File: src/rtl/kpg_pkg.sv
package kpg_pkg;

  // Which single direction the debounced buttons currently request.
  typedef enum logic [1:0] {
    SEL_IDLE = 2'b00,
    SEL_UP   = 2'b01,
    SEL_DN   = 2'b10
  } sel_e;

  // Hold timer phase: waiting for the hold threshold, or auto-repeating.
  typedef enum logic {
    PH_DELAY  = 1'b0,
    PH_REPEAT = 1'b1
  } phase_e;

endpackage

File: src/rtl/kpg_rst_sync.sv
module kpg_rst_sync (
  input  logic clk_i,
  input  logic rst_ni,
  output logic rst_no
);

  logic [1:0] stage_q;

  always_ff @(posedge clk_i or negedge rst_ni) begin
    if (!rst_ni) stage_q <= 2'b00;
    else         stage_q <= {stage_q[0], 1'b1};
  end

  assign rst_no = stage_q[1];

endmodule

File: src/rtl/kpg_button.sv
module kpg_button #(
  parameter int unsigned DEBOUNCE_CYC = 500_000
) (
  input  logic clk_i,
  input  logic rst_ni,
  input  logic raw_i,
  output logic level_o
);

  localparam int unsigned CNT_W = (DEBOUNCE_CYC < 2) ? 1 : $clog2(DEBOUNCE_CYC);
  localparam logic [CNT_W-1:0] CNT_LAST = CNT_W'(DEBOUNCE_CYC - 1);

  logic [1:0]       sync_q;
  logic             level_q, level_d;
  logic [CNT_W-1:0] cnt_q, cnt_d;

  // two-flop synchronizer
  always_ff @(posedge clk_i or negedge rst_ni) begin
    if (!rst_ni) sync_q <= 2'b00;
    else         sync_q <= {sync_q[0], raw_i};
  end

  // the level is adopted only after DEBOUNCE_CYC steady cycles of difference
  always_comb begin
    level_d = level_q;
    cnt_d   = cnt_q;
    if (sync_q[1] == level_q) begin
      cnt_d = '0;
    end else if (cnt_q == CNT_LAST) begin
      level_d = sync_q[1];
      cnt_d   = '0;
    end else begin
      cnt_d = cnt_q + 1'b1;
    end
  end

  always_ff @(posedge clk_i or negedge rst_ni) begin
    if (!rst_ni) begin
      level_q <= 1'b0;
      cnt_q   <= '0;
    end else begin
      level_q <= level_d;
      cnt_q   <= cnt_d;
    end
  end

  assign level_o = level_q;

endmodule

File: src/rtl/kpg_stepper.sv
module kpg_stepper
  import kpg_pkg::*;
#(
  parameter int unsigned W          = 8,
  parameter int unsigned HOLD_CYC   = 50_000_000,
  parameter int unsigned REPEAT_CYC = 5_000_000
) (
  input  logic         clk_i,
  input  logic         rst_ni,
  input  logic         up_i,
  input  logic         dn_i,
  output logic [W-1:0] setting_o
);

  localparam int unsigned LONGEST = (HOLD_CYC > REPEAT_CYC) ? HOLD_CYC : REPEAT_CYC;
  localparam int unsigned TMR_W   = (LONGEST < 2) ? 1 : $clog2(LONGEST);
  localparam logic [TMR_W-1:0] HOLD_LAST = TMR_W'(HOLD_CYC - 1);
  localparam logic [TMR_W-1:0] REP_LAST  = TMR_W'(REPEAT_CYC - 1);
  localparam logic [W-1:0]     SET_MAX   = {W{1'b1}};

  sel_e             sel_q, sel_d;
  phase_e           phase_q, phase_d;
  logic [TMR_W-1:0] tmr_q, tmr_d;
  logic [W-1:0]     set_q, set_d;
  logic             step;

  always_comb begin
    if (up_i && !dn_i)      sel_d = SEL_UP;
    else if (dn_i && !up_i) sel_d = SEL_DN;
    else                    sel_d = SEL_IDLE;
  end

  // hold timer: step on entry, after the hold threshold, then at each repeat interval
  always_comb begin
    step    = 1'b0;
    tmr_d   = '0;
    phase_d = PH_DELAY;
    if (sel_d != SEL_IDLE) begin
      if (sel_d != sel_q) begin
        step = 1'b1;
      end else if (tmr_q == ((phase_q == PH_REPEAT) ? REP_LAST : HOLD_LAST)) begin
        step    = 1'b1;
        phase_d = PH_REPEAT;
      end else begin
        tmr_d   = tmr_q + 1'b1;
        phase_d = phase_q;
      end
    end
  end

  // saturating setting register
  always_comb begin
    set_d = set_q;
    if (step) begin
      if (sel_d == SEL_UP) begin
        if (set_q != SET_MAX) set_d = set_q + 1'b1;
      end else begin
        if (set_q != '0) set_d = set_q - 1'b1;
      end
    end
  end

  always_ff @(posedge clk_i or negedge rst_ni) begin
    if (!rst_ni) begin
      sel_q   <= SEL_IDLE;
      phase_q <= PH_DELAY;
      tmr_q   <= '0;
      set_q   <= '0;
    end else begin
      sel_q   <= sel_d;
      phase_q <= phase_d;
      tmr_q   <= tmr_d;
      set_q   <= set_d;
    end
  end

  assign setting_o = set_q;

endmodule

File: src/rtl/kpg_synth.sv
module kpg_synth #(
  parameter int unsigned W       = 8,
  parameter int unsigned CLK_HZ  = 50_000_000,
  parameter int unsigned TICK_HZ = 1_000_000,
  parameter int unsigned ACC_W   = 10
) (
  input  logic             clk_i,
  input  logic             rst_ni,
  input  logic [W-1:0]     setting_i,
  output logic [ACC_W-1:0] acc_o,
  output logic             pulse_o
);

  localparam int unsigned DIV     = CLK_HZ / TICK_HZ;
  localparam int unsigned ACC_MOD = TICK_HZ / 1000;
  localparam int unsigned HALF    = ACC_MOD / 2;
  localparam int unsigned SUM_W   = ACC_W + 1;

  logic             tick;
  logic [ACC_W-1:0] acc_q, acc_d;
  logic [SUM_W-1:0] sum;
  logic             pulse_q, pulse_d;

  generate
    if (DIV <= 1) begin : g_tick_every
      assign tick = 1'b1;
    end else begin : g_tick_div
      localparam int unsigned DIV_W = $clog2(DIV);
      localparam logic [DIV_W-1:0] DIV_LAST = DIV_W'(DIV - 1);
      logic [DIV_W-1:0] div_q, div_d;

      always_comb begin
        div_d = (div_q == DIV_LAST) ? '0 : div_q + 1'b1;
      end

      always_ff @(posedge clk_i or negedge rst_ni) begin
        if (!rst_ni) div_q <= '0;
        else         div_q <= div_d;
      end

      assign tick = (div_q == DIV_LAST);
    end
  endgenerate

  // phase accumulator modulo ACC_MOD, held at zero while the setting is zero
  always_comb begin
    sum   = SUM_W'(acc_q) + SUM_W'(setting_i);
    acc_d = acc_q;
    if (setting_i == '0) begin
      acc_d = '0;
    end else if (tick) begin
      if (sum >= SUM_W'(ACC_MOD)) acc_d = ACC_W'(sum - SUM_W'(ACC_MOD));
      else                        acc_d = ACC_W'(sum);
    end
    pulse_d = (setting_i != '0) && (acc_q < ACC_W'(HALF));
  end

  always_ff @(posedge clk_i or negedge rst_ni) begin
    if (!rst_ni) begin
      acc_q   <= '0;
      pulse_q <= 1'b0;
    end else begin
      acc_q   <= acc_d;
      pulse_q <= pulse_d;
    end
  end

  assign acc_o   = acc_q;
  assign pulse_o = pulse_q;

endmodule

File: src/rtl/khz_pulse_gen.sv
module khz_pulse_gen #(
  parameter int unsigned CLK_HZ       = 50_000_000,
  parameter int unsigned TICK_HZ      = 1_000_000,
  parameter int unsigned DEBOUNCE_CYC = 500_000,
  parameter int unsigned HOLD_CYC     = 50_000_000,
  parameter int unsigned REPEAT_CYC   = 5_000_000
) (
  input  logic       clk_i,
  input  logic       rst_ni,
  input  logic       btn_up_i,
  input  logic       btn_dn_i,
  output logic       pulse_o,
  output logic [7:0] led_o
);

  localparam int unsigned W       = 8;
  localparam int unsigned ACC_MOD = TICK_HZ / 1000;
  localparam int unsigned ACC_W   = $clog2(ACC_MOD + (1 << W));

  logic             rst_n;
  logic             up_lvl, dn_lvl;
  logic [W-1:0]     setting;
  logic [ACC_W-1:0] acc;

  kpg_rst_sync u_rst (
    .clk_i  (clk_i),
    .rst_ni (rst_ni),
    .rst_no (rst_n)
  );

  kpg_button #(.DEBOUNCE_CYC(DEBOUNCE_CYC)) u_btn_up (
    .clk_i   (clk_i),
    .rst_ni  (rst_n),
    .raw_i   (btn_up_i),
    .level_o (up_lvl)
  );

  kpg_button #(.DEBOUNCE_CYC(DEBOUNCE_CYC)) u_btn_dn (
    .clk_i   (clk_i),
    .rst_ni  (rst_n),
    .raw_i   (btn_dn_i),
    .level_o (dn_lvl)
  );

  kpg_stepper #(
    .W          (W),
    .HOLD_CYC   (HOLD_CYC),
    .REPEAT_CYC (REPEAT_CYC)
  ) u_step (
    .clk_i     (clk_i),
    .rst_ni    (rst_n),
    .up_i      (up_lvl),
    .dn_i      (dn_lvl),
    .setting_o (setting)
  );

  kpg_synth #(
    .W       (W),
    .CLK_HZ  (CLK_HZ),
    .TICK_HZ (TICK_HZ),
    .ACC_W   (ACC_W)
  ) u_synth (
    .clk_i     (clk_i),
    .rst_ni    (rst_n),
    .setting_i (setting),
    .acc_o     (acc),
    .pulse_o   (pulse_o)
  );

  assign led_o = setting;

endmodule

File: config.mk
export PLATFORM = sky130hd
export DESIGN_NAME = khz_pulse_gen
export DESIGN_NICKNAME = d
export VERILOG_FILES = /design/src/rtl/kpg_pkg.sv /design/src/rtl/kpg_rst_sync.sv /design/src/rtl/kpg_button.sv /design/src/rtl/kpg_stepper.sv /design/src/rtl/kpg_synth.sv /design/src/rtl/khz_pulse_gen.sv
export SDC_FILE = /design/constraint.sdc
export NUM_CORES = 1
export LEC_CHECK = 0
export CAP_MARGIN = 15
export CORE_UTILIZATION = 31
export DETAILED_ROUTE_END_ITERATION = 16
export GPL_TIMING_DRIVEN = 0
export HOLD_SLACK_MARGIN = 0.03
export PLACE_DENSITY = 0.49
export SYNTH_ARGS = -nofsm -noshare
export SYNTH_HDL_FRONTEND = slang
export SYNTH_SLANG_ARGS = --single-unit
File: constraint.sdc
create_clock -name clk_i -period 2.8 [get_ports clk_i]
set_input_delay 0.56 -clock clk_i [delete_from_list [all_inputs] [get_ports clk_i]]
set_output_delay 0.56 -clock clk_i [all_outputs]
set_load 0.02 [all_outputs]
[Word level (Yosys, flattened, before mapping)]
Cells that the tools add are included.
Word-level totals
  flip-flop bits (word level): 101
  bits of input ports: 4
  logic and storage cells: 73
Operators by class
  add/sub/neg operators: 8
  $lt $le $gt $ge: 2
  equality and inequality tests: 11
  mux-type cells: 23
  bitwise operators: 2
  reduce and logical (&&, ||, !) cells: 13
Operators by type and width (count)
  two-way mux 26 bit: 4
  two-way mux 19 bit: 4
  adder 19 x 1 -> 19 bit, second input constant: 2
  equality test 19 bit, second input constant: 2
  two-way mux 11 bit: 3
  adder 26 x 1 -> 26 bit, second input constant: 1
  equality test 26 bit: 1
  two-way mux 8 bit: 3
  adder 11 x 8 -> 12 bit: 1
  >= comparator 12 x 10 -> 1 bit, second input constant: 1
  < comparator 11 x 9 -> 1 bit, second input constant: 1
  subtractor 11 x 10 -> 11 bit, second input constant: 1
  adder 8 x 1 -> 8 bit, second input constant: 1
  logical NOT 8 bit: 1
  inequality test 8 bit, second input constant: 1
  nonzero test 8 bit: 1
  subtractor 8 x 1 -> 8 bit, second input constant: 1
  adder 6 x 1 -> 6 bit, second input constant: 1
  equality test 6 bit, second input constant: 1
  two-way mux 1 bit: 6
  two-way mux 6 bit: 1
  nonzero test 2 bit: 3
  two-way mux 2 bit: 2
  AND reduction 2 bit: 2
  other kinds (9): 14

[Logic depth before layout (Yosys ltp)]
Gate-level depths: netlist of run 1.
  depth in word-level cells: 8
  mapped depth: 12

[Modules after synthesis]
From an unflattened synthesis of run 1, not the netlist that was laid out.
Second synthesis, totals
  cells, all modules: 603
  area total of the unflattened synthesis: 5931.9 µm²
By module, submodules not included
  kpg_button: times used 2, cells an instance 105, area each 1079.8 µm², sequential area each 550.5 µm²
  kpg_stepper: times used 1, cells an instance 215, area each 2158.3 µm², sequential area each 925.9 µm²
  kpg_synth: times used 1, cells an instance 175, area each 1560.2 µm², sequential area each 450.4 µm²
  kpg_rst_sync: times used 1, cells an instance 3, area each 53.8 µm², sequential area each 50.0 µm²

[Worst setup path before layout of run 1]
No wires, ideal clock.
  kind: reg-to-reg
  from: register u_step.set_q[0], in the netlist u_step.setting_o[0]
  to: register u_synth.acc_q[10], in the netlist u_synth.acc_o[10]
  library setup time: 0.094 ns
  arrival time: 2.646 ns
  required time: 2.706 ns
  setup slack: 0.060 ns
  cell stages (with the launch flop): 12
  cells stage by stage: dfrtp_1 -> ha_1 -> inv_1 -> fa_1 -> nand2b_1 -> a21oi_1 -> xor2_1 -> inv_1 -> a21o_1 -> a211o_1 -> a21bo_1 -> a211oi_1
Between the ends
  word-level cells in the longest chain between the ends: 5
  elaborated cells on any way between the ends: 8
RTL lines
  start, declared: RTL line kpg_stepper.sv:24  | logic [W-1:0] set_q, set_d;
  start signal, assigned: RTL line kpg_stepper.sv:73  | set_q <= set_d;
  adder 11 x 8 -> 12 bit: RTL line kpg_synth.sv:47  | sum = SUM_W'(acc_q) + SUM_W'(setting_i);
  subtractor 11 x 10 -> 11 bit or >= comparator 12 x 10 -> 1 bit (tied branches): RTL line kpg_synth.sv:52  | if (sum >= SUM_W'(ACC_MOD)) acc_d = ACC_W'(sum - SUM_W'(ACC_MOD));
  two-way mux 11 bit: RTL line kpg_synth.sv:52
  two-way mux 11 bit: RTL line kpg_synth.sv:51  | end else if (tick) begin
  two-way mux 11 bit: RTL line kpg_synth.sv:49  | if (setting_i == '0) begin
  end signal, assigned: RTL line kpg_synth.sv:60  | acc_q <= '0;
  end signal, assigned: RTL line kpg_synth.sv:63  | acc_q <= acc_d;
  end, declared: RTL line kpg_synth.sv:20  | logic [ACC_W-1:0] acc_q, acc_d;
Parallel ways exist; a longest one is shown, timed or not. The select of a mux whose other input is x is not followed.
A chain may end at the register's enable or synchronous reset.

[Worst setup path after layout of run 1]
  from: register u_step.set_q[2], in the netlist u_step.setting_o[2]
  to: register u_synth.acc_q[8], in the netlist u_synth.acc_o[8]
The elaborated chain is that of the path after synthesis.

==> impl_metrics.ini, run 1 <==
[status]
status = finished clean

[global_routing]
grt_first_pass_wirelength_um = 20400
grt_antenna_before_repair = 0
grtUsageTotal_pct = 13.9
gr_overflow_total = 0
grt_pass1_vias = 4271
pin_count_of_the_biggest_net_entering_global_routing = 66

[timing]
fin_worst_hold_slack_ns = 0.313
fmaxAchievable_mhz = 373
totalNegativeSetupSlack_ns = 0
period_share_pct = 95.8
slew_margin_rel_pct = 55.5
timing.final.max_slew_violations = 0
finClkSkew_ns = 0.0104
final_period_minus_worst_setup_slack_ns = 2.68
max_slew.worst_pin.slew_ns = 0.667
finalHoldViolCount = 0
finalSetupViolCount = 0

[cells_and_area]
layout-area-overhead-vs-synth_pct = 17.1
final_cell_count_no_fill = 855
layout.cell_area.non_filler_um2 = 6520
num-nets-final = 653
antennaDiodeCount = 0
share_of_layout_cells_above_drive_strength_1_pct = 11.4
filler_cell_count = 1734

[critical_path]
worst_setup_path_end_kind = flip-flop
setup_crit_start_kind = flip-flop
arrival_ns = 2.95
worstPathBufferInverterCount = 0
critical_path_peak_fanout = 6
endpoint_of_the_most_critical_register_to_register_path = u_synth.acc_o[8]$_DFFE_PN0P_
rrSetupSlack_ns = 0.12
crit_family = simple AND/OR/NAND/NOR gates
worst_r2r_startpoint = u_step.setting_o[2]$_DFFE_PN0P_
worst-setup-path-type = flip-flop to flip-flop
worstRegToRegCells = 8
critical-path-slowest-cell = or4b_1
critical_path.max_stage_delay_ns = 0.49
timing.critical_path.cells = ha_1 -> o21ai_2 -> or4b_1 -> nand4_1 -> and3_4 -> o2111ai_1 -> a2111o_1 -> o21ai_1
crit_path_required_time_ns = 3.07

[synthesis]
synth_seq_area_share_pct = 45.4
yosys.area_share.adder_pct = 5.67
synthMostInstantiatedCell = dfrtp_1
postSynthNetCount = 617
synth.area.mux_share_pct = 0.405
combinational_family_with_the_most_area_after_synthesis = simple AND/OR/NAND/NOR gates
yosys.area_share.simple_pct = 23.5
netlist-cell-type-count = 66
synth_top_area_cell = dfrtp_1
synth_top_cells_by_count = dfrtp_1 (101), nor2_1 (97), xor2_1 (45)
synthArstFlopShare_pct = 100
parity_gate_share_of_the_synthesized_area_counting_xor_and_xnor_cells_pct = 11.3
post_synth_main_area_contributors = dfrtp_1 (45%), xor2_1 (7.1%), nor2_1 (6.5%), ha_1 (4.9%), xnor2_1 (4.2%)
syn-instance-count = 589
synth_top_area_share_pct = 45.4
synthesized_area_divided_by_synthesized_cell_count_um2 = 9.45
synth_flop_cell = dfrtp_1
ys_ff_latch = 101
synth_enable_flop_cells = 0
yosysWarningCount = 0
synth-compound-area-share_pct = 11.1
cell_area_after_synthesis_um2 = 5570

[routing]
drt-pass1-iter-count = 4
routed_wl_um = 11800
dr_total_vias = 4312
postRouteAntennaNets = 0
drc_violations_left = 0
avgViaCountPerCell = 5.04
routedWlPerCell_um = 13.8
dr.first_iter.drc_count = 197

[die]
design.core.area_um2 = 17400
horiz_die_dim_um = 136
die_h_um = 136
total_die_area_um2 = 18500
initial_utilization_pct = 32.0
top_level_ports = 13
placement_rows = 48

[clock_network]
tritoncts_num_sinks = 101
clock_tree_from_tritoncts = yes
cts_buffers = 9
cts-root-buf = clkbuf_16
cts-htree-levels = 3
clk_pin_slew_worst_paths_ns = 0.07
insertion_delay_ns = 0.35
cts_hold_buffers = 0
clock_tree.buffer_depth = 2

[power]
leakage_nw = 2.63
peakVddDrop_v = 0.000288
power_density_of_the_placed_cells_nw_per_um2 = 421

[place]
gp_congestion = 0.828
dpl-instance-area_um2 = 6000
placement.io_buffers = 12
hpwl_um = 8050
dp.cells = 827

[job]
drv.max_cap_violation_count = 0

[min_path]
worst_hold_path_type = flip-flop to asynchronous set/reset pin
==> state kept, by name, indices dropped and copies added (netlist names) <==
| signal | cells |
|---|---|
| u_synth.pulse_o | 1 |
| u_btn_dn.sync_q | 2 |
| u_synth.g_tick_div.div_q | 6 |
| u_step.phase_q | 1 |
| u_step.tmr_q | 26 |
| u_btn_up.sync_q | 2 |
| u_btn_up.cnt_q | 19 |
| u_synth.acc_o | 11 |
| u_btn_dn.level_o | 1 |
| u_step.sel_q | 2 |
| u_btn_up.level_o | 1 |
| u_rst.stage_q | 2 |
| u_btn_dn.cnt_q | 19 |
| u_step.setting_o | 8 |
==> final cells by class <==
cell class / instances / area, µm² / area share [%]
Buffer: 13 / 65.1 / 0.998
Clock buffer: 12 / 246 / 3.78
Clock inverter: 4 / 31.3 / 0.480
Inverter: 20 / 78.8 / 1.21
Multi-Input combinational cell: 455 / 3040 / 46.7
Sequential cell: 101 / 2530 / 38.9
Tap cell: 225 / 282 / 4.32
Timing Repair Buffer: 25 / 238 / 3.65
==> routing by layer <==
metal	share of wire [%]	GRT usage (%)	wire, µm
met4	1.8	5.12	214
met5	0	0	0
met3	3.1	3.62	361
met1	48	17.7	5670
met2	47	22.6	5570
==> how the worst max path moves through the flow <==
stage / slack [ns] / start / to / cells after the start
6_report: 0.12 / u_step.setting_o[2]$_DFFE_PN0P_ / u_synth.acc_o[8]$_DFFE_PN0P_ / 8
5_1_grt: -0.02 / u_btn_dn.level_o$_DFFE_PN0P_ / u_step.setting_o[7]$_DFFE_PN0P_ / 11
4_1_cts: 0.01 / u_step.setting_o[1]$_DFFE_PN0P_ / u_synth.acc_o[9]$_DFFE_PN0P_ / 11
3_5_place_dp: -0.18 / u_step.setting_o[0]$_DFFE_PN0P_ / u_synth.acc_o[4]$_DFFE_PN0P_ / 11
3_3_place_gp: -0.19 / u_step.setting_o[0]$_DFFE_PN0P_ / u_synth.acc_o[6]$_DFFE_PN0P_ / 10
2_1_floorplan: 0.06 / u_step.setting_o[0]$_DFFE_PN0P_ / u_synth.acc_o[10]$_DFFE_PN0P_ / 11
==> stage by stage <==
step	util [%]	worst slack, ns	total power, mW
floorplan	-	0.0604	1.55
global route	37.4	-0.0179	2.87
detailed placement	34.4	-0.184	1.57
global placement	34.3	-0.187	1.57
CTS	36.5	0.0148	2.81
finish	37.4	0.118	2.75
==> placed cells by master, fill, tap and decap left out, types with 13 or more instances in the layout <==
| master | count |
|---|---|
| nand3_1 | 36 |
| xor2_1 | 45 |
| o21ai_0 | 18 |
| xnor2_1 | 27 |
| buf_4 | 14 |
| dfrtp_1 | 98 |
| a21oi_1 | 14 |
| nor3_1 | 15 |
| nor2_1 | 96 |
| nand4_1 | 17 |
| inv_1 | 18 |
| nand2_1 | 39 |
| ha_1 | 18 |
| and3_1 | 13 |
==> power breakdown <==
part	switching (mW)	total, mW	internal [mW]
clock network	0.570	1.21	0.635
registers	0.0194	1.49	1.47
logic	0.0345	0.0517	0.0173
==> what timing repair did <==
item / 4_1_cts / 5_1_grt
hold endpoints to repair: 0 / 0
cloned: 0 / 0
buffers inserted: 7 / 5
gates resized for setup: 8 / 24
pin swaps: 3 / 9
endpoints found under the setup margin: 9 / 19
==> kinds of logic (layout without fill, tap and decap cells) <==
family,count (synthesis),in the layout
AND/OR/NAND/NOR,268,268
flip-flops,101,101
buffers and inverters,33,74
other,1,1
adder cells (fa/ha/maj),24,24
XOR/XNOR,72,72
AO/OA/AOI/OAI,88,88
multiplexers,2,2
No activity file was read; power rests on OpenSTA's default activity.
==> inputs of run 2 (changes only) <==
--- a/config.mk
+++ b/config.mk
@@ -6,6 +6,7 @@
 export NUM_CORES = 1
 export LEC_CHECK = 0
 export CAP_MARGIN = 15
+export CORE_ASPECT_RATIO = 1.4
 export CORE_UTILIZATION = 31
 export DETAILED_ROUTE_END_ITERATION = 16
 export GPL_TIMING_DRIVEN = 0
==> constraint.sdc (replaced) <==
create_clock -name clk_i -period 2.8 [get_ports clk_i]
set_input_delay 0.7 -clock clk_i [delete_from_list [all_inputs] [get_ports clk_i]]
set_output_delay 0.7 -clock clk_i [all_outputs]
set_load 0.02 [all_outputs]
==> run 2 against run 1 <==
Worst setup slack improved by 0.017 ns; cell count up 1.4%; critical endpoint unchanged; via count is essentially flat; power is 0.61% lower; non-clock buffer count increased by 1; highest routed layer unchanged; largest power group unchanged; hold slack improved by 0.039 ns.
==> impl_metrics.ini, run 2 (synthesis results as in run 1) <==
[status]
status = finished clean

[cells_and_area]
layout.cells.most_common_list = dfrtp_1 (98), nor2_1 (96), xor2_1 (44)
num-nets-final = 654
antennaDiodeCount = 0
largest-register = u_step.tmr_q
final_cell_count_no_fill = 867
final_util_pct = 37.4
mostFrequentLayoutCell = dfrtp_1
layout-area-overhead-vs-synth_pct = 17.4
largest_register_ffs = 26
layout_top_registers = u_step.tmr_q (26), u_btn_dn.cnt_q (19), u_btn_up.cnt_q (19)
share_of_layout_cells_above_drive_strength_1_pct = 11.3

[critical_path]
setup_crit_start_kind = flip-flop
arrival_ns = 2.95
worst-setup-path-type = flip-flop to flip-flop
crit_path_required_time_ns = 3.08
critical_path_peak_fanout = 5
worst_setup_path_end_kind = flip-flop

[timing]
slew_margin_rel_pct = 58.9
finClkSkew_ns = 0.00648
totalNegativeSetupSlack_ns = 0
period_share_pct = 95.2
finalHoldViolCount = 0
max_slew.worst_pin.slew_ns = 0.617
fin_worst_hold_slack_ns = 0.351
final_period_minus_worst_setup_slack_ns = 2.67
worst_slack_ns = 0.135
finalSetupViolCount = 0
fmaxAchievable_mhz = 375
timing.final.max_slew_violations = 0

[clock_network]
clk_pin_slew_worst_paths_ns = 0.07
insertion_delay_ns = 0.36
tritoncts_num_sinks = 101
clock_tree_from_tritoncts = yes
cts_buffers = 9
cts-htree-levels = 3
cts-root-buf = clkbuf_16
clock_tree.buffer_depth = 2

[global_routing]
met3_track_demand_over_resource_pct = 2.42
grt_antenna_before_repair = 0
gr_overflow_total = 0
grt_first_pass_wirelength_um = 19800
pin_count_of_the_biggest_net_entering_global_routing = 56
grtUsageTotal_pct = 13.7
grtUsageMet2_pct = 23.4
busiest_metal_layer_after_global_routing = met2
global_route.usage.met1_pct = 16.4
grt_pass1_vias = 4208

[routing]
dr.first_iter.drc_count = 146
avgViaCountPerCell = 4.98
routed_wl_um = 11900
drc_violations_left = 0
postRouteAntennaNets = 0
dr_total_vias = 4316
routedWlPerCell_um = 13.7
drt-pass1-iter-count = 5

[min_path]
worst_hold_path_type = flip-flop to flip-flop

[die]
horiz_die_dim_um = 115
placement_rows = 57
design.core.area_um2 = 17500
initial_utilization_pct = 31.9
die_h_um = 161
top_level_ports = 13
total_die_area_um2 = 18500

[place]
gp_congestion = 0.835
placement.io_buffers = 12
post-place-ws_ns = -0.238
hpwl_um = 8510
dp.cells = 838

[power]
peakVddDrop_v = 0.000204
power_density_of_the_placed_cells_nw_per_um2 = 418
leakage_nw = 2.63

[job]
drv.max_cap_violation_count = 0
[run 2: cell count changes in the layout (fill, tap and decap cells not counted), sizes merged]
cell      before  now
buf           17   18
clkinvlp       1    3
clkbuf        21   19
[run 2: metal layers]
metal	vias up	part of all wire [%]	wire length, µm
li1	2142	-	-
met1	2101	44	5240
met2	49	51	6070
met3	24	1.9	232
met4	0	3.0	361
met5	-	0	0
[run 2: power by group]
| part | switching [mW] | leakage [nW] | internal, mW |
|---|---|---|---|
| sequential | 0.0217 | 1.38 | 1.47 |
| combinational | 0.0317 | 1.12 | 0.0173 |
| clock | 0.579 | 0.129 | 0.610 |
[run 2: through the flow]
step                instance area, µm²  total power, mW
floorplan                         5570             1.55
global placement                  5980             1.57
detailed placement                6010             1.57
CTS                               6390             2.78
global route                      6530             2.85
finish                            6530             2.73
[run 2: area by class of cell]
class,count,area [µm²]
Timing Repair Buffer,26,245
Multi-Input combinational cell,455,3040
Fill cell,1790,10900
Clock inverter,6,46.3
Tap cell,236,295
Buffer,13,65.1
Inverter,20,78.8
Clock buffer,10,229
Sequential cell,101,2530
[run 2: worst max-delay path, stage by stage (launching register included)]
cell       delay, ns
dfrtp_2         0.37
ha_2            0.21
inv_1           0.06
fa_1            0.38
nand2b_4        0.18
a21oi_2         0.23
o32a_1          0.27
and3_4          0.24
o2111ai_1       0.18
a2111o_1        0.40
o21ai_1         0.07
[run 2: worst paths after layout]
check | startpoint | end | slack, ns | cells after the start
max | u_step.setting_o[0]$_DFFE_PN0P_ | u_synth.acc_o[8]$_DFFE_PN0P_ | 0.13 | 10
max reg2reg | u_step.setting_o[0]$_DFFE_PN0P_ | u_synth.acc_o[8]$_DFFE_PN0P_ | 0.13 | 10
min reg2reg | u_btn_dn.sync_q[0]$_DFF_PN0_ | u_btn_dn.sync_q[1]$_DFF_PN0_ | 0.35 | 0
max in group asynchronous | u_rst.stage_q[1]$_DFF_PN0_ | u_step.tmr_q[13]$_DFF_PN0_ | 1.77 | 1
min in group asynchronous | u_rst.stage_q[1]$_DFF_PN0_ | u_btn_up.sync_q[1]$_DFF_PN0_ | 0.36 | 0
min | u_btn_dn.sync_q[0]$_DFF_PN0_ | u_btn_dn.sync_q[1]$_DFF_PN0_ | 0.35 | 0
[run 2: what timing repair did]
item,CTS,global route
pin swaps,6,8
setup buffers,8,5
gates resized for setup,10,18
cloned,0,0
hold buffers,0,0
setup endpoints to repair,9,9
